--- config.mk ---
export PLATFORM = sky130hd
export DESIGN_NAME = vcp_pred_gen
export DESIGN_NICKNAME = d
export VERILOG_FILES = /design/src/rtl/vcp_pkg.sv /design/src/rtl/vcp_compare.sv /design/src/rtl/vcp_operand_addr.sv /design/src/rtl/vcp_pred_gen.sv
export SDC_FILE = /design/constraint.sdc
export NUM_CORES = 1
export LEC_CHECK = 0
export BUFFER_PORTS_ARGS = -buffer_cell sky130_fd_sc_hd__buf_2
export CORE_MARGIN = 5
export CORE_UTILIZATION = 46
export CTS_BUF_LIST = sky130_fd_sc_hd__clkbuf_16
export DETAILED_ROUTE_END_ITERATION = 12
export PLACE_DENSITY = 0.84
export SKIP_LAST_GASP = 1
export SLEW_MARGIN = 20
export SYNTH_ARGS = -nofsm -noshare
export SYNTH_HDL_FRONTEND = slang
export SYNTH_SLANG_ARGS = --single-unit
--- constraint.sdc ---
create_clock -name clk -period 10.1 [get_ports clk]
set_clock_uncertainty 0.15 [all_clocks]
set_input_delay 1.515 -clock clk [delete_from_list [all_inputs] [get_ports clk]]
set_output_delay 1.515 -clock clk [all_outputs]
set_load 0.05 [all_outputs]
--- src/rtl/vcp_pkg.sv ---
package vcp_pkg;

    typedef enum logic [2:0] {
        ST_IDLE,
        ST_CLEAR,
        ST_STEP,
        ST_FINISH,
        ST_BR_FILL,
        ST_BR_EVAL
    } vcp_state_e;

    localparam logic [2:0] CMP_EQ  = 3'd0;
    localparam logic [2:0] CMP_NE  = 3'd1;
    localparam logic [2:0] CMP_LT  = 3'd4;
    localparam logic [2:0] CMP_GE  = 3'd5;
    localparam logic [2:0] CMP_LTU = 3'd6;
    localparam logic [2:0] CMP_GEU = 3'd7;

endpackage

--- src/rtl/vcp_compare.sv ---
module vcp_compare #(
    parameter int XLEN = 32
) (
    input  logic [2:0]      op_i,
    input  logic [XLEN-1:0] a_i,
    input  logic [XLEN-1:0] b_i,
    output logic            hit_o
);
    import vcp_pkg::*;

    logic eq, slt, ult;

    always_comb begin
        eq  = (a_i == b_i);
        slt = ($signed(a_i) < $signed(b_i));
        ult = (a_i < b_i);
        case (op_i)
            CMP_EQ:  hit_o = eq;
            CMP_NE:  hit_o = !eq;
            CMP_LT:  hit_o = slt;
            CMP_GE:  hit_o = !slt;
            CMP_LTU: hit_o = ult;
            CMP_GEU: hit_o = !ult;
            default: hit_o = 1'b0;
        endcase
    end
endmodule

--- src/rtl/vcp_operand_addr.sv ---
module vcp_operand_addr #(
    parameter int RW  = 5,
    parameter int VLW = 6
) (
    input  logic [RW-1:0]  base_i,
    input  logic           vec_i,
    input  logic [VLW-1:0] idx_i,
    output logic [RW-1:0]  addr_o
);
    logic [RW-1:0] offs;

    always_comb begin
        offs   = RW'(idx_i);
        addr_o = vec_i ? (base_i + offs) : base_i;
    end
endmodule

--- src/rtl/vcp_pred_gen.sv ---
module vcp_pred_gen #(
    parameter int XLEN = 32,
    parameter int NREG = 32,
    localparam int RW  = $clog2(NREG),
    localparam int VLW = $clog2(XLEN + 1)
) (
    input  logic            clk,
    input  logic            rst_n,
    input  logic            start_i,
    input  logic [VLW-1:0]  vl_i,
    input  logic [RW-1:0]   src_a_i,
    input  logic [RW-1:0]   src_b_i,
    input  logic [VLW-1:0]  vlen_a_i,
    input  logic [VLW-1:0]  vlen_b_i,
    input  logic [2:0]      cmp_op_i,
    input  logic [RW-1:0]   dst_i,
    output logic [RW-1:0]   rf_raddr_a_o,
    output logic [RW-1:0]   rf_raddr_b_o,
    input  logic [XLEN-1:0] rf_rdata_a_i,
    input  logic [XLEN-1:0] rf_rdata_b_i,
    output logic            rf_we_o,
    output logic [RW-1:0]   rf_waddr_o,
    output logic [XLEN-1:0] rf_wdata_o,
    output logic            done_o,
    output logic            branch_o,
    output logic            branch_taken_o
);
    import vcp_pkg::*;

    localparam logic [VLW-1:0] VL_CAP = VLW'(XLEN);

    vcp_state_e     state, state_nx;
    logic [RW-1:0]  base_q [2];
    logic [1:0]     vec_q;
    logic [2:0]     op_q;
    logic [RW-1:0]  dst_q;
    logic [VLW-1:0] vl_q;
    logic [VLW-1:0] idx_q;
    logic [XLEN-1:0] acc_q;

    logic [VLW-1:0] rd_idx;
    logic [RW-1:0]  raddr [2];
    logic           hit;
    logic [XLEN-1:0] acc_nx;
    logic           last_elem;
    logic           a_is_vec, b_is_vec;

    // classification of each operand from its own length
    assign a_is_vec = (vlen_a_i > VLW'(1));
    assign b_is_vec = (vlen_b_i > VLW'(1));

    // element addressing, one generator per operand
    genvar g;
    generate
        for (g = 0; g < 2; g++) begin : g_opnd
            vcp_operand_addr #(.RW(RW), .VLW(VLW)) u_addr (
                .base_i (base_q[g]),
                .vec_i  (vec_q[g]),
                .idx_i  (rd_idx),
                .addr_o (raddr[g])
            );
        end
    endgenerate

    assign rf_raddr_a_o = raddr[0];
    assign rf_raddr_b_o = raddr[1];

    // compare on returned data
    vcp_compare #(.XLEN(XLEN)) u_cmp (
        .op_i  (op_q),
        .a_i   (rf_rdata_a_i),
        .b_i   (rf_rdata_b_i),
        .hit_o (hit)
    );

    always_comb begin
        rd_idx    = (state == ST_STEP) ? (idx_q + VLW'(1)) : '0;
        last_elem = (idx_q == (vl_q - VLW'(1)));
        acc_nx    = acc_q | (XLEN'(hit) << idx_q);
    end

    // next-state logic
    always_comb begin
        state_nx = state;
        unique case (state)
            ST_IDLE: begin
                if (start_i) begin
                    if (!a_is_vec && !b_is_vec) state_nx = ST_BR_FILL;
                    else                        state_nx = ST_CLEAR;
                end
            end
            ST_CLEAR:   state_nx = (vl_q == '0) ? ST_FINISH : ST_STEP;
            ST_STEP:    state_nx = last_elem ? ST_FINISH : ST_STEP;
            ST_FINISH:  state_nx = ST_IDLE;
            ST_BR_FILL: state_nx = ST_BR_EVAL;
            ST_BR_EVAL: state_nx = ST_IDLE;
            default:    state_nx = ST_IDLE;
        endcase
    end

    // state register
    always_ff @(posedge clk) begin
        if (!rst_n) state <= ST_IDLE;
        else        state <= state_nx;
    end

    // datapath registers
    always_ff @(posedge clk) begin
        if (!rst_n) begin
            base_q[0] <= '0;
            base_q[1] <= '0;
            vec_q     <= '0;
            op_q      <= '0;
            dst_q     <= '0;
            vl_q      <= '0;
            idx_q     <= '0;
            acc_q     <= '0;
        end else begin
            unique case (state)
                ST_IDLE: begin
                    if (start_i) begin
                        // operands latched only in IDLE
                        base_q[0] <= src_a_i;
                        base_q[1] <= src_b_i;
                        vec_q     <= {b_is_vec, a_is_vec};
                        op_q      <= cmp_op_i;
                        dst_q     <= dst_i;
                        // clamp element count
                        vl_q      <= (vl_i > VL_CAP) ? VL_CAP : vl_i;
                    end
                end
                ST_CLEAR: begin
                    idx_q <= '0;
                    acc_q <= '0;
                end
                ST_STEP: begin
                    idx_q <= idx_q + VLW'(1);
                    acc_q <= acc_nx;
                end
                default: ;
            endcase
        end
    end

    // outputs
    always_comb begin
        rf_we_o        = 1'b0;
        rf_waddr_o     = dst_q;
        rf_wdata_o     = '0;
        done_o         = 1'b0;
        branch_o       = 1'b0;
        branch_taken_o = 1'b0;
        unique case (state)
            ST_CLEAR: begin
                rf_we_o    = 1'b1;
                rf_wdata_o = '0;
            end
            ST_STEP: begin
                rf_we_o    = 1'b1;
                rf_wdata_o = acc_nx;
            end
            ST_FINISH: done_o = 1'b1;
            ST_BR_EVAL: begin
                done_o         = 1'b1;
                branch_o       = 1'b1;
                branch_taken_o = hit;
            end
            default: ;
        endcase
    end
endmodule

* Word level (Yosys, flattened, before mapping)
Memory sizes are Yosys's and may differ from the RTL's. Index checks and enable logic that the tools add are counted.
Storage, ports and cells: register bits 57, memory bits (writable) 10, bits of input ports 103, output and inout port bits 51, word-level logic and storage cells 71, memories kept 1
Operators by class: add/subtract/negate cells 4, order comparisons 5, equality and inequality tests 13, shift operators 1, muxes and demuxes 24, bitwise logic cells 3, reductions and logical operators 13
Memory list:
- base_q | depth 2, width 5, read ports 2, clocked after memory_dff 0, write ports 2, line vcp_pred_gen.sv:33 | logic [RW-1:0] base_q [2];
Operators by type and width (number):
- $lt A32 B32 Y1 | 2
- $pmux W32 S2 | 1
- $eq A32 B32 Y1 | 1
- $mux W32 | 1
- $or A32 B32 Y32 | 1
- $shl A1 B6 Y32 | 1
- $mux W5 | 5
- $eq A3 B3 Y1 const B | 6
- $gt A6 B1 Y1 const B | 2
- $pmux W3 S4 | 1
- $pmux W6 S2 | 1
- $mux W1 | 11
- $add A5 B5 Y5 | 2
- $add A6 B1 Y6 const B | 1
- $eq A3 B1 Y1 const B | 2
- $eq A3 B2 Y1 const B | 2
- $eq A6 B6 Y1 | 1
- $gt A6 B6 Y1 const B | 1
- $logic_not A3 Y1 | 2
- $logic_not A6 Y1 | 1
- $mux W3 | 2
- $mux W6 | 1
- $pmux W1 S6 | 1
- $sub A6 B1 Y6 const B | 1
- other kinds (7) | 13

* Depth between registers and ports, before layout
word-level depth 6, mapped depth 13, depth with buffers taken out 12

* Cells and area by module
A second synthesis with hierarchy kept.
Second synthesis, totals: cell total of the unflattened synthesis 574, area total of the unflattened synthesis 4852.2 um^2
By module, submodules not included:
- vcp_pred_gen | times used 1, cells an instance 391, area an instance 3462.1 um^2, sequential area each 1441.4 um^2
- vcp_compare | times used 1, cells an instance 121, area an instance 877.1 um^2, sequential area each 0.0 um^2
- vcp_operand_addr | times used 2, cells an instance 31, area an instance 256.5 um^2, sequential area each 0.0 um^2

* Worst setup path before layout
Ideal clock, no wire load.
path type input to output, from input port rf_rdata_b_i[30], to output port rf_wdata_o[0], data arrival time 4071 ps, required time 8435 ps, setup slack 4364 ps, stages on the path 11, path buffers 2, cell sequence inv_1 -> ha_1 -> nand4_1 -> nor3_1 -> a221o_1 -> or3_1 -> or4b_1 -> nand4_1 -> buf_4 -> buf_6 -> a32o_1
On the way: longest elaborated chain between the ends 6, elaborated cells on any way between the ends 10, those cells by class order compare: 2; eq/ne: 1; shift: 1; mux: 2; bitwise: 1; reduce/logical: 3
Ends and longest elaborated chain:
- start: declaration | line vcp_pred_gen.sv:20 | input logic [XLEN-1:0] rf_rdata_b_i,
- $lt A32 B32 Y1 (tied with other cells) | line vcp_compare.sv:16 | ult = (a_i < b_i);
- $logic_not A1 Y1, on equally long branches | line vcp_compare.sv:23, vcp_compare.sv:19, vcp_compare.sv:21
- $pmux W1 S6 * | line vcp_compare.sv:17 | case (op_i)
- $shl A1 B6 Y32 * | line vcp_pred_gen.sv:79 | acc_nx = acc_q | (XLEN'(hit) << idx_q);
- $or A32 B32 Y32 * | line vcp_pred_gen.sv:79
- $mux W32 * | line vcp_pred_gen.sv:153 | unique case (state)
- end: declaration | line vcp_pred_gen.sv:23 | output logic [XLEN-1:0] rf_wdata_o,
Mark *: on every way between the ends. The rest lies on a longest branch, timed or not.

* Worst setup path in the final report
from input port rf_rdata_a_i[30], to output port rf_wdata_o[31]
On the way: longest elaborated chain between the ends 6, elaborated cells on any way between the ends 10, those cells by class order compare: 2; eq/ne: 1; shift: 1; mux: 2; bitwise: 1; reduce/logical: 3
Ends and longest elaborated chain:
- start: declaration | line vcp_pred_gen.sv:19 | input logic [XLEN-1:0] rf_rdata_a_i,
- $lt A32 B32 Y1 (tied with other cells) | line vcp_compare.sv:16
- $logic_not A1 Y1, on equally long branches | line vcp_compare.sv:23, vcp_compare.sv:19, vcp_compare.sv:21
- $pmux W1 S6 * | line vcp_compare.sv:17
- $shl A1 B6 Y32 * | line vcp_pred_gen.sv:79
- $or A32 B32 Y32 * | line vcp_pred_gen.sv:79
- $mux W32 * | line vcp_pred_gen.sv:153
Marks and branches as above.

==> summary by stage <==
Outcome
The flow ran to the end, and the final reports show no timing, DRC or antenna violations.

Clock tree
For the worst-skew pair, the clock arrives at the later sink with an insertion delay of approximately 0.33 ns. The longest clock path from root to sink contains 2 buffers. The number of clock buffers added by TritonCTS is 9. After clock tree synthesis, the clock-pin slew on the worst setup and hold paths is 0.06 ns. The total number of H-tree levels is 3. The count of hold-fix buffers inserted at cts is 0. The number of buffers inserted by post-CTS setup repair is 0. The number of clock sinks is 67. Post-CTS repair changed the size of 0 cells. The cell sitting at the root of the clock tree is a sky130_fd_sc_hd__clkbuf_16. TritonCTS built the clock tree.

GRT
Summed over all layers, the global routing overflow is 0. The first-pass GRT wire length is 20.1 mm. Entering global routing, the biggest net connects 66 pins. The via count of the first global-routing pass came to about 4300. The overall track demand over capacity in global routing is 0.211. The initial antenna violation count is 0.

STA
The pin slew with the least headroom to its limit is between 1 and 1.5 ns. Dividing the final minimum period by the clock period gives 0.625. Setup repair after global routing left no endpoint under its margin.

The maximum clock frequency is between 0.15 and 0.2 GHz. Setup violations remaining at the end of the flow were counted as 0. After layout, the minimum clock period comes to between 6 and 7 ns. The final hold violation count came to 0. The post-route setup TNS is 0 ns. The remaining max-slew budget at the tightest pin is 0.290. The number of max-slew violations in the final report is 0.

Route
The detailed router finished its first iteration with about 290 violations. For this run, design rule violations remaining after detail routing come to 0. The via density per instance is about 5.7. The routed length per placed instance is 16.2 um. The total length of routed wires is around 13 mm.

The total length of routed met2 wires is approximately 6.3 mm. The highest routing layer actually used is met4. The detail route stage leaves a number of antenna-violating nets equal to 0. The total number of vias is between 4000 and 5000. Summed over all nets, wire length on met3 after detailed routing comes to a little over 800 um. The detailed router put a total of about 5.2 mm of wire on met1. The number of optimization iterations in the first detailed-route pass is 5.

Power
The register share of total power is 0.340. The part of the power in combinational logic is 0.336. The clock power share is 0.324. IR analysis of the VDD net gives a maximum drop of approximately 130 uV. The analysis attributes to cell leakage a power of approximately 2.7 nW.

The switching part of the total is 0.379. Summing internal, switching and leakage power gives ~0.00096 W. The power density normalized to cell area is roughly 170 nW/um^2. The internal power is 0.000594 W. The switching power is between 0.0003 and 0.0004 W.

Synth
The distinct cell type count after synthesis is between 40 and 50. The synthesized flop and latch total is 67. The sequential cell area fraction in the yosys report is 0.318. Sorting the synthesized cells by area gives the leading types as sky130_fd_sc_hd__dfxtp_1 (25%), sky130_fd_sc_hd__a32o_1 (14%), sky130_fd_sc_hd__ha_1 (12%).

The largest total area in the synthesized netlist belongs to sky130_fd_sc_hd__dfxtp_1. The number of synthesis warnings is 0. The most frequent cell after synthesis is sky130_fd_sc_hd__a32o_1. The post-synthesis cell area is about 4500 um^2. After synthesis, the most frequently instantiated cells are sky130_fd_sc_hd__a32o_1 (63), sky130_fd_sc_hd__dfxtp_1 (57), sky130_fd_sc_hd__inv_1 (46). Counting flops with an async set or reset pin after synthesis yields a share of 0. For this run, the leading register cell type out of synthesis is sky130_fd_sc_hd__dfxtp_1. The share of synthesized area in the top cell type comes to 0.252.

The count of flip-flops with a built-in enable after synthesis is 10. The post-synth net total is roughly 660. The mean instance size in the synthesized netlist is 8.89 um^2. The synthesized netlist cell count is ~500.

Placement
After legalization and detailed placement, the total HPWL measured between 9 and 10 mm. At the end of routability-driven placement, the weighted congestion stood at 0.869. The count of port buffers added during placement is ~150.

Die
The width of the die is 109 um. The I/O pin count is about 150. The initial utilization of the core area, before any placement, comes to 0.467.

The die covers roughly 12000 um^2. The floorplan row count is 36. The die boundary height is about 110 um.

The total area inside the core boundary comes to between 9000 and 10000 um^2.

Min path
Along the worst hold path, the cell count comes to 1. The worst hold path belongs to the class flop to flop.

Final layout
In the final layout, the share of cells above drive strength 1 is 0.277. The net count reported at finish is between 700 and 800. The layout has just under 900 filler cells.

The synthesis-to-layout area growth is 23.5%. Across the whole layout, storage elements account for between 1000 and 1500 um^2. 0 antenna diodes ended up in the layout. The multi-input combinational cells in the finished layout cover a total of about 2700 um^2.

Critical path
The critical path goes through buf_2 > ha_1 > nand4_1 > nor3_1 > a221o_1 > or3_1 > or4b_1 > nand4_1 > buf_4 > a32o_1 > buf_2. STA classifies the critical path startpoint as an input port. The number of cells on the worst reg-to-reg path is 6. The critical path class is input port to output pin.

The slowest stage of the critical path is the sky130_fd_sc_hd__or4b_1 cell. Along the worst path, the maximum fanout reaches between 60 and 70. For the worst setup path, the data arrival time is 4.65 ns. The kind of capture point of the worst setup path is an output pin. The required time of the worst setup path is 8.44 ns. The delay of the slowest cell on the worst path is approximately 0.52 ns.

Job
Across the run, the number of max-cap violations was 0.
==> per-layer routing <==
metal	vias to the layer above	global-route usage
met3	26	0.0397
met4	0	0.0632
li1	2128	-
met2	165	0.370
met5	-	0
met1	2090	0.264
==> cell type report <==
| class | instances | area share |
|---|---|---|
| Tap cell | 133 | 0.0298 |
| Clock inverter | 5 | 0.00560 |
| Timing Repair Buffer | 155 | 0.141 |
| Inverter | 46 | 0.0309 |
| Clock buffer | 11 | 0.0493 |
| Multi-Input combinational cell | 355 | 0.486 |
| Sequential cell | 67 | 0.258 |
==> path summary, 6_finish.rpt <==
| check | slack, ns | endpoint | startpoint |
|---|---|---|---|
| hold reg to reg | 0.32 | acc_q[24] | acc_q[24] |
| setup / recovery | 3.78 | rf_wdata_o[31] | rf_rdata_a_i[30] |
| hold / removal | 0.32 | acc_q[24] | acc_q[24] |
| setup reg to reg | 7.46 | acc_q[26] | state[2] |
==> stage by stage <==
stage / instance area [um^2] / util / worst slack (ns) / std cells / hold WS, ns
4_1_cts: 5590 / 0.577 / 3.85 / 772 / 0.318
3_3_place_gp: 5280 / 0.545 / 3.90 / 756 / 0.297
3_5_place_dp: 5280 / 0.545 / 3.85 / 756 / 0.304
5_1_grt: 5590 / 0.577 / 3.64 / 772 / 0.337
6_report: 5590 / 0.577 / 3.78 / 772 / 0.318
2_1_floorplan: 4530 / - / 4.36 / 509 / 0.292
==> flip-flops by register name, summed over array words and instances (netlist names) <==
signal	cells
acc_q	32
base_q	10
idx_q	6
vl_q	6
rf_waddr_o	5
op_q	3
state	3
vec_q	2
==> critical path, delay by kind of cell <==
kind	cells	cell delay, ns
buffers and inverters	3	0.88
adders and majority gates	1	0.32
AOI/OAI and AO/OA	2	0.62
and+or+nand+nor	5	1.26
==> layout by cell type (no fill, tap or decap), types with 4 or more instances in the layout <==
cell type,instances
sky130_fd_sc_hd__nor2b_1,6
sky130_fd_sc_hd__dfxtp_1,57
sky130_fd_sc_hd__nand2_1,44
sky130_fd_sc_hd__and3_1,15
sky130_fd_sc_hd__a21o_1,6
sky130_fd_sc_hd__a21oi_1,22
sky130_fd_sc_hd__nor4_1,7
sky130_fd_sc_hd__a32o_1,63
sky130_fd_sc_hd__clkbuf_16,11
sky130_fd_sc_hd__inv_1,46
sky130_fd_sc_hd__and2_1,9
sky130_fd_sc_hd__nor3b_1,5
sky130_fd_sc_hd__a21boi_0,15
sky130_fd_sc_hd__xor2_1,6
sky130_fd_sc_hd__nand3b_1,5
sky130_fd_sc_hd__xnor2_1,19
sky130_fd_sc_hd__ha_1,43
sky130_fd_sc_hd__nand3_1,10
sky130_fd_sc_hd__buf_4,4
sky130_fd_sc_hd__nor2_1,16
sky130_fd_sc_hd__nor3_1,16
sky130_fd_sc_hd__mux2_2,6
sky130_fd_sc_hd__o21ai_0,5
sky130_fd_sc_hd__edfxtp_1,10
sky130_fd_sc_hd__nand4_1,10
sky130_fd_sc_hd__buf_2,151
==> power groups by stage <==
stage	logic, W	registers [W]	clock network, W
floorplan	0.000258	0.000323	0
global placement	0.000309	0.000328	0
detailed placement	0.000322	0.000331	0
CTS	0.000324	0.000326	0.000317
global route	0.000354	0.000330	0.000330
finish	0.000322	0.000325	0.000310
==> cells by family after synthesis <==
family / count (synthesis) / share of synthesized area
adders and majority gates: 45 / 0.128
DFF: 67 / 0.318
muxes: 8 / 0.0193
xor gates and xnor gates: 25 / 0.0484
AOI/OAI and AO/OA: 119 / 0.220
and+or+nand+nor: 158 / 0.185
buffers and inverters: 87 / 0.0815
Note: power is estimated with default switching activity, not from simulation.
